### src/rtl/cas_pkg.sv
package cas_pkg;
  localparam int BYTE_W = 8;
  typedef logic [BYTE_W-1:0] ts_byte_t;

  function automatic logic [3:0] zero_count(input ts_byte_t b);
    logic [3:0] n;
    n = '0;
    for (int i = 0; i < BYTE_W; i++) n = n + {3'b000, ~b[i]};
    return n;
  endfunction
endpackage

### src/rtl/cas_mf_sync.sv
module cas_mf_sync
  import cas_pkg::*;
#(
  parameter int MF_LEN    = 16,
  parameter int LOSS_ERRS = 2,
  localparam int POS_W    = $clog2(MF_LEN),
  localparam int ERR_W    = $clog2(LOSS_ERRS + 1),
  localparam int ZR_W     = $clog2(MF_LEN + 1)
) (
  input  logic             clk,
  input  logic             rst_n,
  input  logic             in_valid,
  input  ts_byte_t         in_byte,
  input  logic             fas_ok,
  output logic             locked,
  output logic [POS_W-1:0] cur_pos,
  output logic             store_en,
  output logic             f0_update
);
  logic [POS_W-1:0] pos_q;
  logic [ERR_W-1:0] err_q;
  logic [ZR_W-1:0]  zrun_q, zrun_nxt;
  logic             prev_nz_q;
  logic             hunt_hit, mfas_bad, lose;

  always_comb begin
    hunt_hit = !locked && fas_ok && (in_byte[7:4] == 4'h0) && prev_nz_q;
    cur_pos  = hunt_hit ? '0 : pos_q;
    mfas_bad = locked && (pos_q == '0) && (in_byte[7:4] != 4'h0);
    if (in_byte != '0)
      zrun_nxt = '0;
    else if (zrun_q == ZR_W'(MF_LEN))
      zrun_nxt = zrun_q;
    else
      zrun_nxt = zrun_q + 1'b1;
    lose = locked && ((mfas_bad && (err_q == ERR_W'(LOSS_ERRS - 1)))
                      || (zrun_nxt == ZR_W'(MF_LEN)));
    store_en  = in_valid && fas_ok && locked && !lose;
    f0_update = store_en && (pos_q == '0) && !mfas_bad;
  end

  always_ff @(posedge clk or negedge rst_n) begin
    if (!rst_n) begin
      pos_q     <= '0;
      err_q     <= '0;
      zrun_q    <= '0;
      prev_nz_q <= 1'b0;
      locked    <= 1'b0;
    end else if (in_valid) begin
      pos_q     <= (cur_pos == POS_W'(MF_LEN - 1)) ? '0 : cur_pos + 1'b1;
      zrun_q    <= zrun_nxt;
      prev_nz_q <= (in_byte != '0);
      if (lose)          locked <= 1'b0;
      else if (hunt_hit) locked <= 1'b1;
      if (lose || hunt_hit)
        err_q <= '0;
      else if (locked && (pos_q == '0))
        err_q <= mfas_bad ? err_q + 1'b1 : '0;
    end
  end
endmodule

### src/rtl/cas_ais_det.sv
module cas_ais_det
  import cas_pkg::*;
#(
  parameter int MF_LEN  = 16,
  parameter int AIS_MIN = 3,
  localparam int POS_W  = $clog2(MF_LEN),
  localparam int ACC_W  = $clog2(MF_LEN * BYTE_W + 1)
) (
  input  logic             clk,
  input  logic             rst_n,
  input  logic             in_valid,
  input  ts_byte_t         in_byte,
  input  logic [POS_W-1:0] cur_pos,
  output logic             ais
);
  logic [ACC_W-1:0] acc_q, acc_nxt;
  logic             low_prev_q, low_now;

  always_comb begin
    acc_nxt = ((cur_pos == '0) ? '0 : acc_q) + ACC_W'(zero_count(in_byte));
    low_now = (acc_nxt < ACC_W'(AIS_MIN));
  end

  always_ff @(posedge clk or negedge rst_n) begin
    if (!rst_n) begin
      acc_q      <= '0;
      low_prev_q <= 1'b0;
      ais        <= 1'b0;
    end else if (in_valid) begin
      acc_q <= acc_nxt;
      if (cur_pos == POS_W'(MF_LEN - 1)) begin
        ais        <= low_now && low_prev_q;
        low_prev_q <= low_now;
      end
    end
  end
endmodule

### src/rtl/cas_sig_bank.sv
module cas_sig_bank
  import cas_pkg::*;
#(
  parameter int DEPTH  = 16,
  localparam int ADR_W = $clog2(DEPTH)
) (
  input  logic             clk,
  input  logic             rst_n,
  input  logic             we,
  input  logic [ADR_W-1:0] waddr,
  input  ts_byte_t         wdata,
  input  logic [ADR_W-1:0] raddr,
  output ts_byte_t         rdata
);
  ts_byte_t regs [DEPTH];

  for (genvar k = 0; k < DEPTH; k++) begin : g_reg
    always_ff @(posedge clk or negedge rst_n) begin
      if (!rst_n)
        regs[k] <= '0;
      else if (we && (waddr == ADR_W'(k)))
        regs[k] <= wdata;
    end
  end

  assign rdata = regs[raddr];
endmodule

### src/rtl/cas_sig_rx.sv
module cas_sig_rx
  import cas_pkg::*;
#(
  parameter int MF_LEN    = 16,
  parameter int LOSS_ERRS = 2,
  parameter int AIS_MIN   = 3,
  localparam int POS_W    = $clog2(MF_LEN)
) (
  input  logic             clk,
  input  logic             rst_n,
  input  logic             in_valid,
  output logic             in_ready,
  input  logic [7:0]       in_byte,
  input  logic             fas_ok,
  input  logic [POS_W-1:0] rd_addr,
  output logic [7:0]       rd_data,
  output logic             mf_lock,
  output logic             sig_ais,
  output logic             remote_alarm,
  output logic [2:0]       xbits
);
  logic [POS_W-1:0] cur_pos;
  logic             store_en, f0_update;

  assign in_ready = rst_n;

  cas_mf_sync #(.MF_LEN(MF_LEN), .LOSS_ERRS(LOSS_ERRS)) u_sync (
    .clk(clk), .rst_n(rst_n), .in_valid(in_valid), .in_byte(in_byte),
    .fas_ok(fas_ok), .locked(mf_lock), .cur_pos(cur_pos),
    .store_en(store_en), .f0_update(f0_update)
  );

  cas_ais_det #(.MF_LEN(MF_LEN), .AIS_MIN(AIS_MIN)) u_ais (
    .clk(clk), .rst_n(rst_n), .in_valid(in_valid), .in_byte(in_byte),
    .cur_pos(cur_pos), .ais(sig_ais)
  );

  cas_sig_bank #(.DEPTH(MF_LEN)) u_bank (
    .clk(clk), .rst_n(rst_n), .we(store_en), .waddr(cur_pos),
    .wdata(in_byte), .raddr(rd_addr), .rdata(rd_data)
  );

  always_ff @(posedge clk or negedge rst_n) begin
    if (!rst_n) begin
      xbits        <= '0;
      remote_alarm <= 1'b0;
    end else if (f0_update) begin
      xbits        <= {in_byte[0], in_byte[1], in_byte[3]};
      remote_alarm <= in_byte[2];
    end
  end
endmodule

### config.mk
export PLATFORM = sky130hd
export DESIGN_NAME = cas_sig_rx
export DESIGN_NICKNAME = d
export VERILOG_FILES = /design/src/rtl/cas_pkg.sv /design/src/rtl/cas_mf_sync.sv /design/src/rtl/cas_ais_det.sv /design/src/rtl/cas_sig_bank.sv /design/src/rtl/cas_sig_rx.sv
export SDC_FILE = /design/constraint.sdc
export NUM_CORES = 1
export LEC_CHECK = 0
export ABC_AREA = 1
export BUFFER_PORTS_ARGS = -buffer_cell sky130_fd_sc_hd__buf_2
export CAP_MARGIN = 25
export CORE_ASPECT_RATIO = 1.5
export CORE_UTILIZATION = 56
export DETAILED_ROUTE_END_ITERATION = 16
export PLACE_DENSITY_LB_ADDON = 0.1
export SLEW_MARGIN = 20
export SYNTH_ARGS = -nofsm -noshare
export SYNTH_HDL_FRONTEND = slang
export SYNTH_HIERARCHICAL = 1
export SYNTH_SLANG_ARGS = --single-unit
### constraint.sdc
create_clock -name clk -period 4.2 [get_ports clk]
set_clock_uncertainty 0.2 [all_clocks]
set_input_delay 0.21 -clock clk [delete_from_list [all_inputs] [get_ports clk]]
set_output_delay 0.21 -clock clk [all_outputs]
set_load 0.02 [all_outputs]
# Yosys cells after proc, flatten, opt, wreduce, memory -nomap -nowiden
# Index checks and enable logic that the tools add are counted.
dict set report totals {
  ff_bits 155
  word_cells 123
  out_inout_bits 15
  in_bits 16
}
dict set report classes {
  order_cmp 2
  n_eq_ne 18
  n_mux 13
  bitwise_logic 9
  n_addsub 11
  reduce_logical 44
}
# operator n
set ops {}
lappend ops {{8-bit binary-select mux with 4-bit select} 1}
lappend ops {{4-bit == test (second input constant)} 8}
lappend ops {{1-bit logical AND} 29}
lappend ops {{4-bit by 1-bit adder with 4-bit output} 6}
lappend ops {{8-bit 2-to-1 mux} 3}
lappend ops {{4-bit by 3-bit == test with 1-bit output (second input constant)} 4}
lappend ops {{4-bit logical NOT} 3}
lappend ops {{5-bit == test (second input constant)} 2}
lappend ops {{5-bit 2-to-1 mux} 2}
lappend ops {{8-bit by 4-bit adder with 8-bit output} 1}
lappend ops {{4-bit by 2-bit == test with 1-bit output (second input constant)} 2}
lappend ops {{8-bit by 2-bit less-than comparator with 1-bit output (second input constant)} 1}
lappend ops {{4-bit 2-to-1 mux} 2}
lappend ops {{1-bit inverter} 8}
lappend ops {{8-bit nonzero test} 1}
lappend ops {{2-bit 2-to-1 mux} 3}
lappend ops {{2-bit AND reduction} 3}
lappend ops {{5-bit by 1-bit adder with 5-bit output (second input constant)} 1}
lappend ops {{5-bit >= comparator (second input constant)} 1}
lappend ops {{4-bit inverter with 5-bit output} 1}
lappend ops {{4-bit by 1-bit adder with 4-bit output (second input constant)} 1}
lappend ops {{4-bit by 1-bit == test with 1-bit output (second input constant)} 1}
lappend ops {{2-bit nonzero test} 2}
lappend ops {{4-bit nonzero test} 1}
lappend ops {{6 further kinds} 10}

# Depth between registers and ports, before layout
# Gate-level depths: netlist (run 1).
dict set report logic_depth {
  ltp_word 11
  ltp_mapped 25
}

# Cells and area by module
# Netlist (run 1), hierarchy kept.
# module area_each_um2 cells_each n_inst seq_area_each_um2
set by_module_without_submodules {}
lappend by_module_without_submodules {cas_sig_bank 6262.3 834 1 3203.1}
lappend by_module_without_submodules {cas_mf_sync 949.7 124 1 325.3}
lappend by_module_without_submodules {cas_ais_det 843.3 116 1 250.2}
lappend by_module_without_submodules {cas_sig_rx 156.4 18 1 100.1}

# Worst setup path before layout (run 1)
# Ideal clock, no wire load.
dict set report synth_timing {
  kind {register -> register}
  from {register u_sync.locked}
  to {register u_ais.ais}
  t_required_ps 3935
  synth_period_minus_slack_ps 4785
  setup_time_ps 65
  arrival_ps 4520
  stages_incl_launch_ff 24
  path_slack_ps -585
  n_path_buf 0
  cell_sequence {dfrtp_1 -> inv_1 -> nand4_2 -> inv_1 -> nor2_1 -> nor2_1 -> nand2_2 -> nand2_1 -> fa_1 -> inv_1 -> fa_1 -> fa_1 -> inv_1 -> fa_1 -> fa_1 -> inv_1 -> nand2_1 -> nand2_1 -> o21ai_0 -> nor2_1 -> nand3_2 -> nor2_2 -> nand4_1 -> nand2_1}
}
dict set report synth_via {
  elab_chain_len 10
}
# item line
set synth_rtl {}
lappend synth_rtl {{start, declared} cas_mf_sync.sv:15} ;# output logic locked,
lappend synth_rtl {{start signal, assigned} cas_mf_sync.sv:48} ;# locked <= 1'b0;
lappend synth_rtl {{start signal, assigned} cas_mf_sync.sv:53} ;# if (lose) locked <= 1'b0;
lappend synth_rtl {{start signal, assigned} cas_mf_sync.sv:54} ;# else if (hunt_hit) locked <= 1'b1;
lappend synth_rtl {{1-bit logical NOT (*)} cas_mf_sync.sv:27} ;# hunt_hit = !locked && fas_ok && (in_byte[7:4] == 4'h0) && prev_nz_q;
lappend synth_rtl {{1-bit logical AND (*) (3 in series)} cas_mf_sync.sv:27}
lappend synth_rtl {{4-bit 2-to-1 mux (*)} cas_mf_sync.sv:28} ;# cur_pos = hunt_hit ? '0 : pos_q;
lappend synth_rtl {{net cur_pos[0]} cas_sig_rx.sv:22} ;# logic [POS_W-1:0] cur_pos;
lappend synth_rtl {{4-bit logical NOT} cas_ais_det.sv:20} ;# acc_nxt = ((cur_pos == '0) ? '0 : acc_q) + ACC_W'(zero_count(in_byte));
lappend synth_rtl {{8-bit 2-to-1 mux} cas_ais_det.sv:20}
lappend synth_rtl {{8-bit by 4-bit adder with 8-bit output} cas_ais_det.sv:20}
lappend synth_rtl {{8-bit by 2-bit less-than comparator with 1-bit output} cas_ais_det.sv:21} ;# low_now = (acc_nxt < ACC_W'(AIS_MIN));
lappend synth_rtl {{1-bit logical AND} cas_ais_det.sv:32} ;# ais <= low_now && low_prev_q;
lappend synth_rtl {{end signal, assigned} cas_ais_det.sv:32}
lappend synth_rtl {{end, declared} cas_ais_det.sv:14} ;# output logic ais
# The timed path passes the listed nets; every way through them passes the cells marked *.
# A chain may end at the register's enable or synchronous reset.

# Final worst setup path (run 1)
dict set report layout_timing {
  from {register u_sync.prev_nz_q}
  to {register u_ais.ais}
}
dict set report layout_via {
  elab_chain_len 7
}
# item line
set layout_rtl {}
lappend layout_rtl {{start, declared} cas_mf_sync.sv:23} ;# logic prev_nz_q;
lappend layout_rtl {{start signal, assigned} cas_mf_sync.sv:52} ;# prev_nz_q <= (in_byte != '0);
lappend layout_rtl {{1-bit logical AND (*)} cas_mf_sync.sv:27}
lappend layout_rtl {{4-bit 2-to-1 mux (*)} cas_mf_sync.sv:28}
lappend layout_rtl {{net cur_pos[0]} cas_sig_rx.sv:22}
lappend layout_rtl {{4-bit logical NOT} cas_ais_det.sv:20}
lappend layout_rtl {{8-bit 2-to-1 mux} cas_ais_det.sv:20}
lappend layout_rtl {{8-bit by 4-bit adder with 8-bit output} cas_ais_det.sv:20}
lappend layout_rtl {{8-bit by 2-bit less-than comparator with 1-bit output} cas_ais_det.sv:21}
lappend layout_rtl {{1-bit logical AND} cas_ais_det.sv:32}
# Marked as above.

==> run_results.csv, run 1 <==
group,metric,value,unit
run_status,outcome,"finished, final reports clean",
finish,drive_above_1_share,0.120,
floorplanning,die_w,101,um
cts,clock-sinks,155,
sta,fmax,241,MHz
logic_synthesis,ys_warn_count,6,
logic_synthesis,synthTopCellsByArea,"dfrtp_1 (47%), nand2_1 (17%), o21ai_0 (8.1%)",
sta,worst_pin_slew,751,ps
floorplanning,ios,31,
cts,cts_buffers,17,
setup_path,worst_path_max_delay_cell,"fa_1",
sta,setup-tns-final,0,ps
placed_design,port_buffers,30,
setup_path,cp_max_fo,5,
floorplanning,core.rowCount,53,
pwr,ir_drop,479,uV
detailed_routing,routedWlPerCell,15.4,um
setup_path,path_cells,"nand4_4 -> clkinv_4 -> nor2_4 -> nor2_2 -> nand2_2 -> nand2_2 -> fa_1 -> inv_1 -> fa_1 -> fa_1 -> inv_1 -> fa_2 -> fa_2 -> nor2_2 -> nor2_2 -> o21bai_2 -> nand2_1 -> nor2_4 -> nand4_1 -> nand2_1",
sta,setup_slack,54.1,ps
logic_synthesis,syn_inst,1092,
logic_synthesis,yosysTopAreaCell,"dfrtp_1",
sta,rsz0062_at_grt,"yes",
placed_design,pre_cts_ws,-298,ps
detailed_routing,drt_iter0_drc,468,
sta,hold_viol,0,
placed_design,gp_congestion,0.841,
logic_synthesis,synth_top_area_frac,0.472,
floorplanning,die_h,150,um
detailed_routing,drt-pass1-iter-count,5,
sta,finalSetupViolCount,0,
job,maxCapViolCount,0,
grt,grt_overflow,0,
detailed_routing,ant_nets,0,
sta,maxSlewHeadroom,0.499,
cts,clk_latency,420,ps
pwr,p_per_area,645,nW/um^2
logic_synthesis,syn_avg_cell_area,7.52,sq um
floorplanning,fp.dieArea,15200,sq um
logic_synthesis,ys_seq_elements,155,
cts,cts_buffer_depth,2,
finish,multi_input_area,3480,sq um
finish,final_core_util,0.650,
sta,holdWs,7.50,ps
finish,fill_cells,1361,
finish,syn2layout_area_growth,12.3,%
detailed_routing,drcViolationCount,0,
grt,antenna_found_initial,0,
placed_design,hpwl,12900,um
grt,grt_pass1_vias,6732,
setup_path,required,4360,ps
sta,slew_violations,0,
finish,antennaDiodeCount,0,
setup_path,setup.worst_path.start_class,"flip-flop",
finish,seq_area,3880,sq um
logic_synthesis,synth_cell_types,32,
setup_path,max_stage_delay,500,ps
setup_path,cp.arrival,4310,ps
logic_synthesis,synth_top_flop_cell,"dfrtp_1",
finish,layout.cells.non_filler,1320,
detailed_routing,via_count,6938,
logic_synthesis,yosysSeqAreaShare,0.472,
pwr,total_leakage_power,4.73,nW
logic_synthesis,syn_nets,1123,
detailed_routing,routed_wl,20300,um
detailed_routing,vias_per_cell,5.26,
logic_synthesis,synth_edf_count,0,
placed_design,dpl.cell_count,1282,
logic_synthesis,synth-async-reset-ratio,1.00,
cts,clk_pin_slew,60,ps
worst_hold_path,min-delay-path-class,"in -> reg",
grt,grt_start_max_net_pins,81,
grt,grt_usage,0.290,
cts,cts_tree,"yes",
cts,htree_levels,4,
setup_path,path_buf_inv,3,
logic_synthesis,netlist_area,8210,sq um
sta,fin_crit_sh,0.987,
setup_path,crit_type,"reg -> reg",
finish,layout.nets,1146,
setup_path,path_delay_family,"adder cells",
setup_path,end_kind,"flip-flop",
grt,grt_pass1_wl,33300,um
sta,fin_crit,4150,ps
floorplanning,core,14200,sq um
cts,clockRootBuffer,"clkbuf_16",
floorplanning,initial_core_util,0.579,
## cells in the final DEF, fill, tap and decap left out, types with 7 or more instances in the layout
cell type | synthesis | layout
nand2_2 | 10 | 11
clkbuf_16 | 0 | 17
ha_1 | 10 | 10
inv_1 | 147 | 143
nor2_4 | 3 | 8
nor2_1 | 29 | 23
nand2_1 | 380 | 379
buf_4 | 1 | 22
buf_2 | 12 | 29
o21ai_0 | 133 | 132
nand3_2 | 7 | 7
inv_2 | 7 | 9
dfrtp_1 | 155 | 154
o21ai_1 | 12 | 13
nand3_1 | 113 | 113
## repair_timing
| action | 4_1_cts | 5_1_grt |
|---|---|---|
| pin swaps | 3 | 1 |
| buffers inserted | 0 | 1 |
| endpoints found under the setup margin | 2 | 2 |
| hold buffers | 5 | 0 |
| resized for setup | 2 | 2 |
| hold endpoints to repair | 81 | 0 |
## final cells by class
type	instances	area share
flip-flops and latches	155	0.421
well taps	192	0.0260
clock inverters	13	0.0232
multi-input cells	729	0.378
clock buffers	19	0.0480
inverters	155	0.0639
repair buffers	57	0.0403
## flip-flops by register name, summed over array words and instances (netlist names)
register          cells
u_bank/regs         128
xbits                 3
u_sync/prev_nz_q      1
u_sync/locked         1
u_ais/ais             1
u_ais/low_prev_q      1
u_sync/zrun_q         5
u_sync/err_q          2
u_ais/acc_q           8
u_sync/pos_q          4
remote_alarm          1
## cell usage after synthesis, types with 2 or more instances
cell type and number:
nand2_1 380, dfrtp_1 155, inv_1 147, o21ai_0 133, nand3_1 113, nor2_1 29, clkbuf_1 25, buf_6 14
buf_2 12, o21ai_1 12, ha_1 10, nand2_2 10, inv_2 7, nand3_2 7, fa_1 5, nand4_1 5
nor2_2 4, a21oi_1 3, nor2_4 3, nor3_2 3, a31oi_1 2, nand3b_1 2, nand4_2 2
## worst min-delay path: cells and delay by family
| family | cells | cell delay, ps |
|---|---|---|
| buffers and inverters | 1 | 210 |
| and+or+nand+nor | 1 | 120 |
| AOI/OAI and AO/OA | 1 | 50 |
## per-layer routing
layer / vias to the layer above / share of wire / GRT usage
li1: 3464 / - / -
met3: 41 / 0.040 / 0.0455
met5: - / 0 / 0
met2: 174 / 0.52 / 0.524
met1: 3259 / 0.41 / 0.334
met4: 0 / 0.030 / 0.130
## path summary, 6_finish.rpt
kind / depth (start not counted) / startpoint / slack (ps) / end
min reg2reg: 2 / xbits[0] / 270 / xbits[0]
min in group asynchronous: 2 / rst_n / 200 / u_bank/regs[9]
min: 3 / in_valid / 7 / u_sync/pos_q[3]
max: 20 / u_sync/prev_nz_q / 50 / u_ais/ais
max reg2reg: 20 / u_sync/prev_nz_q / 50 / u_ais/ais
max in group asynchronous: 3 / rst_n / 2470 / u_bank/regs[105]
## stage by stage
stage / total power (W) / cell area (sq um)
global placement: 0.00416 / 8500
detailed placement: 0.00423 / 8500
floorplan: 0.00376 / 8270
global route: 0.00641 / 9220
finish: 0.00595 / 9220
CTS: 0.00597 / 9210
## cells by family after synthesis
logic type               count (synthesis)  synth area share
AND/OR/NAND/NOR                        560             0.293
adder cells (fa/ha/maj)                 15            0.0274
flip-flops                             155             0.472
buffers and inverters                  208             0.110
XOR/XNOR                                 1           0.00107
AO/OA/AOI/OAI                          153            0.0961
## report_power, final
part	internal, W	switching (W)
clock	0.00108	0.000628
sequential	0.00209	0.000320
combinational	0.000708	0.00112
Power figures use the tool's default switching activity.
==> inputs of run 2 (changes only) <==
SYNTH_HIERARCHICAL = unset   (was 1)
==> run 2 against run 1 <==
Die area is 1.7% higher. Largest power group unchanged. First-iteration DRC count is 4.1% lower. Highest routed layer unchanged. Final area is 0.62% lower. Sequential power is 8% lower. Worst setup slack better by 230 ps. Power is 14% lower. Synthesized cell count is 17% lower. Final cell count is 14% lower. Combinational power is 21% lower. Maximum frequency is 5.9% higher. Hold slack better by 10 ps. Sequential cell count stayed put.
==> run_results.csv, run 2 <==
group,metric,value,unit
floorplanning,core,14600,sq um
pwr,finalPower,0.00511,W
detailed_routing,drt-pass1-iter-count,5,
cts,clock-sinks,155,
detailed_routing,via_count,6336,
logic_synthesis,synth_common_cells,"nand2_1 (186), dfrtp_1 (155), o21ai_0 (110)",
placed_design,gp_congestion,0.771,
floorplanning,core.rowCount,54,
worst_hold_path,min-delay-path-class,"in -> async",
detailed_routing,vias_per_cell,5.60,
grt,grt_overflow,0,
floorplanning,ios,31,
logic_synthesis,yosysSeqAreaShare,0.464,
cts,clockRootBuffer,"clkbuf_16",
grt,grt_start_max_net_pins,109,
grt,grt_pass1_vias,6067,
logic_synthesis,yosysTopAreaCell,"dfrtp_1",
logic_synthesis,ys_warn_count,0,
sta,worst_pin_slew,895,ps
logic_synthesis,synth-async-reset-ratio,1.00,
logic_synthesis,synthTopCellsByArea,"dfrtp_1 (46%), nand2_1 (8.4%), o21ai_2 (7.5%)",
sta,hold_viol,0,
sta,setup-tns-final,0,ps
finish,antennaDiodeCount,0,
detailed_routing,routedWlPerCell,17.1,um
sta,finalSetupViolCount,0,
floorplanning,fp.dieArea,15400,sq um
finish,syn2layout_area_growth,9.67,%
cts,cts_tree,"yes",
setup_path,startpoint,"in_byte[0]",
cts,htree_levels,4,
logic_synthesis,synth_top_flop_cell,"dfrtp_1",
sta,fin_crit,3920,ps
grt,antenna_found_initial,0,
detailed_routing,drcViolationCount,0,
setup_path,end_kind,"flip-flop",
setup_path,r2r_start,"u_sync.prev_nz_q",
pwr,p_per_area,557,nW/um^2
logic_synthesis,ys_seq_elements,155,
setup_path,crit_type,"in -> reg",
sta,setup_slack,284,ps
run_status,outcome,"finished, final reports clean",
sta,holdWs,17.7,ps
placed_design,pre_cts_ws,-155,ps
logic_synthesis,synth_top_area_frac,0.464,
sta,fmax,255,MHz
logic_synthesis,synth_cell_types,36,
floorplanning,die_w,102,um
pwr,total_leakage_power,4.15,nW
logic_synthesis,syn_inst,909,
detailed_routing,drt_iter0_drc,449,
sta,maxSlewHeadroom,0.402,
placed_design,dpl.cell_count,1096,
floorplanning,initial_core_util,0.573,
detailed_routing,ant_nets,0,
pwr,ir_drop,274,uV
finish,layout_common_cells,"nand2_1 (186), dfrtp_1 (155), o21ai_0 (109), inv_1 (78), o21ai_2 (72)",
grt,grt_pass1_wl,31400,um
job,maxCapViolCount,0,
logic_synthesis,synth_edf_count,0,
logic_synthesis,syn_nets,944,
detailed_routing,routed_wl,19300,um
setup_path,setup.worst_path.start_class,"input pin",
cts,cts_buffers,17,
cts,clk_pin_slew,70,ps
finish,top_register,"u_bank.regs",
finish,final_common_cell,"nand2_1",
sta,fin_crit_sh,0.932,
cts,cts_buffer_depth,2,
floorplanning,die_h,152,um
cts,clk_latency,420,ps
placed_design,hpwl,12700,um
logic_synthesis,syn_avg_cell_area,9.19,sq um
finish,drive_above_1_share,0.219,
finish,largest_reg_flops,128,
setup_path,cp.arrival,4080,ps
setup_path,required,4360,ps
logic_synthesis,synth_most_common_cell,"nand2_1",
finish,top_regs,"u_bank.regs x128, u_ais.acc_q x8, u_sync.zrun_q x5",
finish,layout.cells.non_filler,1132,
placed_design,port_buffers,30,
setup_path,cp_max_fo,4,
finish,layout.nets,958,
sta,slew_violations,0,
grt,grt_usage,0.271,
sta,rsz0062_at_grt,"no",
logic_synthesis,netlist_area,8360,sq um
-- run 2: kinds of logic after synthesis --
group | count (synthesis) | synth area share
AND/OR/NAND/NOR | 297 | 0.175
AO/OA/AOI/OAI | 265 | 0.205
flip-flops | 155 | 0.464
buffers and inverters | 136 | 0.0791
multiplexers | 32 | 0.0383
adder cells (fa/ha/maj) | 19 | 0.0329
XOR/XNOR | 5 | 0.00524
-- run 2: per-stage QoR --
step | cell area [sq um] | utilization
2_1_floorplan | 8390 | -
3_3_place_gp | 8530 | 0.585
3_5_place_dp | 8530 | 0.585
4_1_cts | 9100 | 0.624
5_1_grt | 9170 | 0.628
6_report | 9170 | 0.628
-- run 2: area by class of cell --
cell class	count	area, sq um
multi-input cells	618	3820
well taps	196	245
repair buffers	47	329
clock buffers	17	425
flip-flops and latches	155	3880
fillers	1264	5430
inverters	84	330
clock inverters	15	134
-- run 2: what timing repair did --
action / 4_1_cts / 5_1_grt
hold buffers: 1 / 0
resized for setup: 0 / 2
endpoints found under the setup margin: 0 / 2
setup buffers: 0 / 1
endpoints found under the hold margin: 106 / 0
-- run 2: path summary, 6_finish.rpt --
check / cells after the start / to / slack [ps]
setup / recovery: 21 / u_ais.ais / 280
hold / removal: 2 / u_bank.regs[22] / 20
setup reg to reg: 20 / u_ais.ais / 630
hold reg to reg: 2 / u_bank.regs[61] / 280
max in group asynchronous: 4 / u_bank.regs[126] / 2400
min in group clk: 3 / u_ais.acc_q[4] / 40
-- run 2: worst max-delay path, stage by stage --
cell and delay (ps):
buf_2 100, clkinvlp_4 90, ha_1 320, fa_1 540, fa_1 450, fa_2 390
fa_1 390, xor2_1 190, ha_1 350, nand3_1 110, nand2_1 110, nand2_1 60
nand2_1 50, nand3_1 130, nor2_2 160, nand2_1 60, nand2_1 70, nand2_1 60
nor2_1 110, nand2_1 60, nand2_1 50
-- run 2: power by group --
| group | switching (W) | internal [W] |
|---|---|---|
| clock network | 0.000668 | 0.000775 |
| logic | 0.000868 | 0.000581 |
| registers | 0.000255 | 0.00196 |
| total | 0.00179 | 0.00332 |
-- run 2: metal layers --
metal / vias to the layer above / global-route usage / wire length [um]
met5: - / 0 / 0
met4: 0 / 0.0935 / 475
met3: 32 / 0.0514 / 821
met2: 164 / 0.455 / 9850
met1: 3062 / 0.350 / 8200
li1: 3078 / - / -
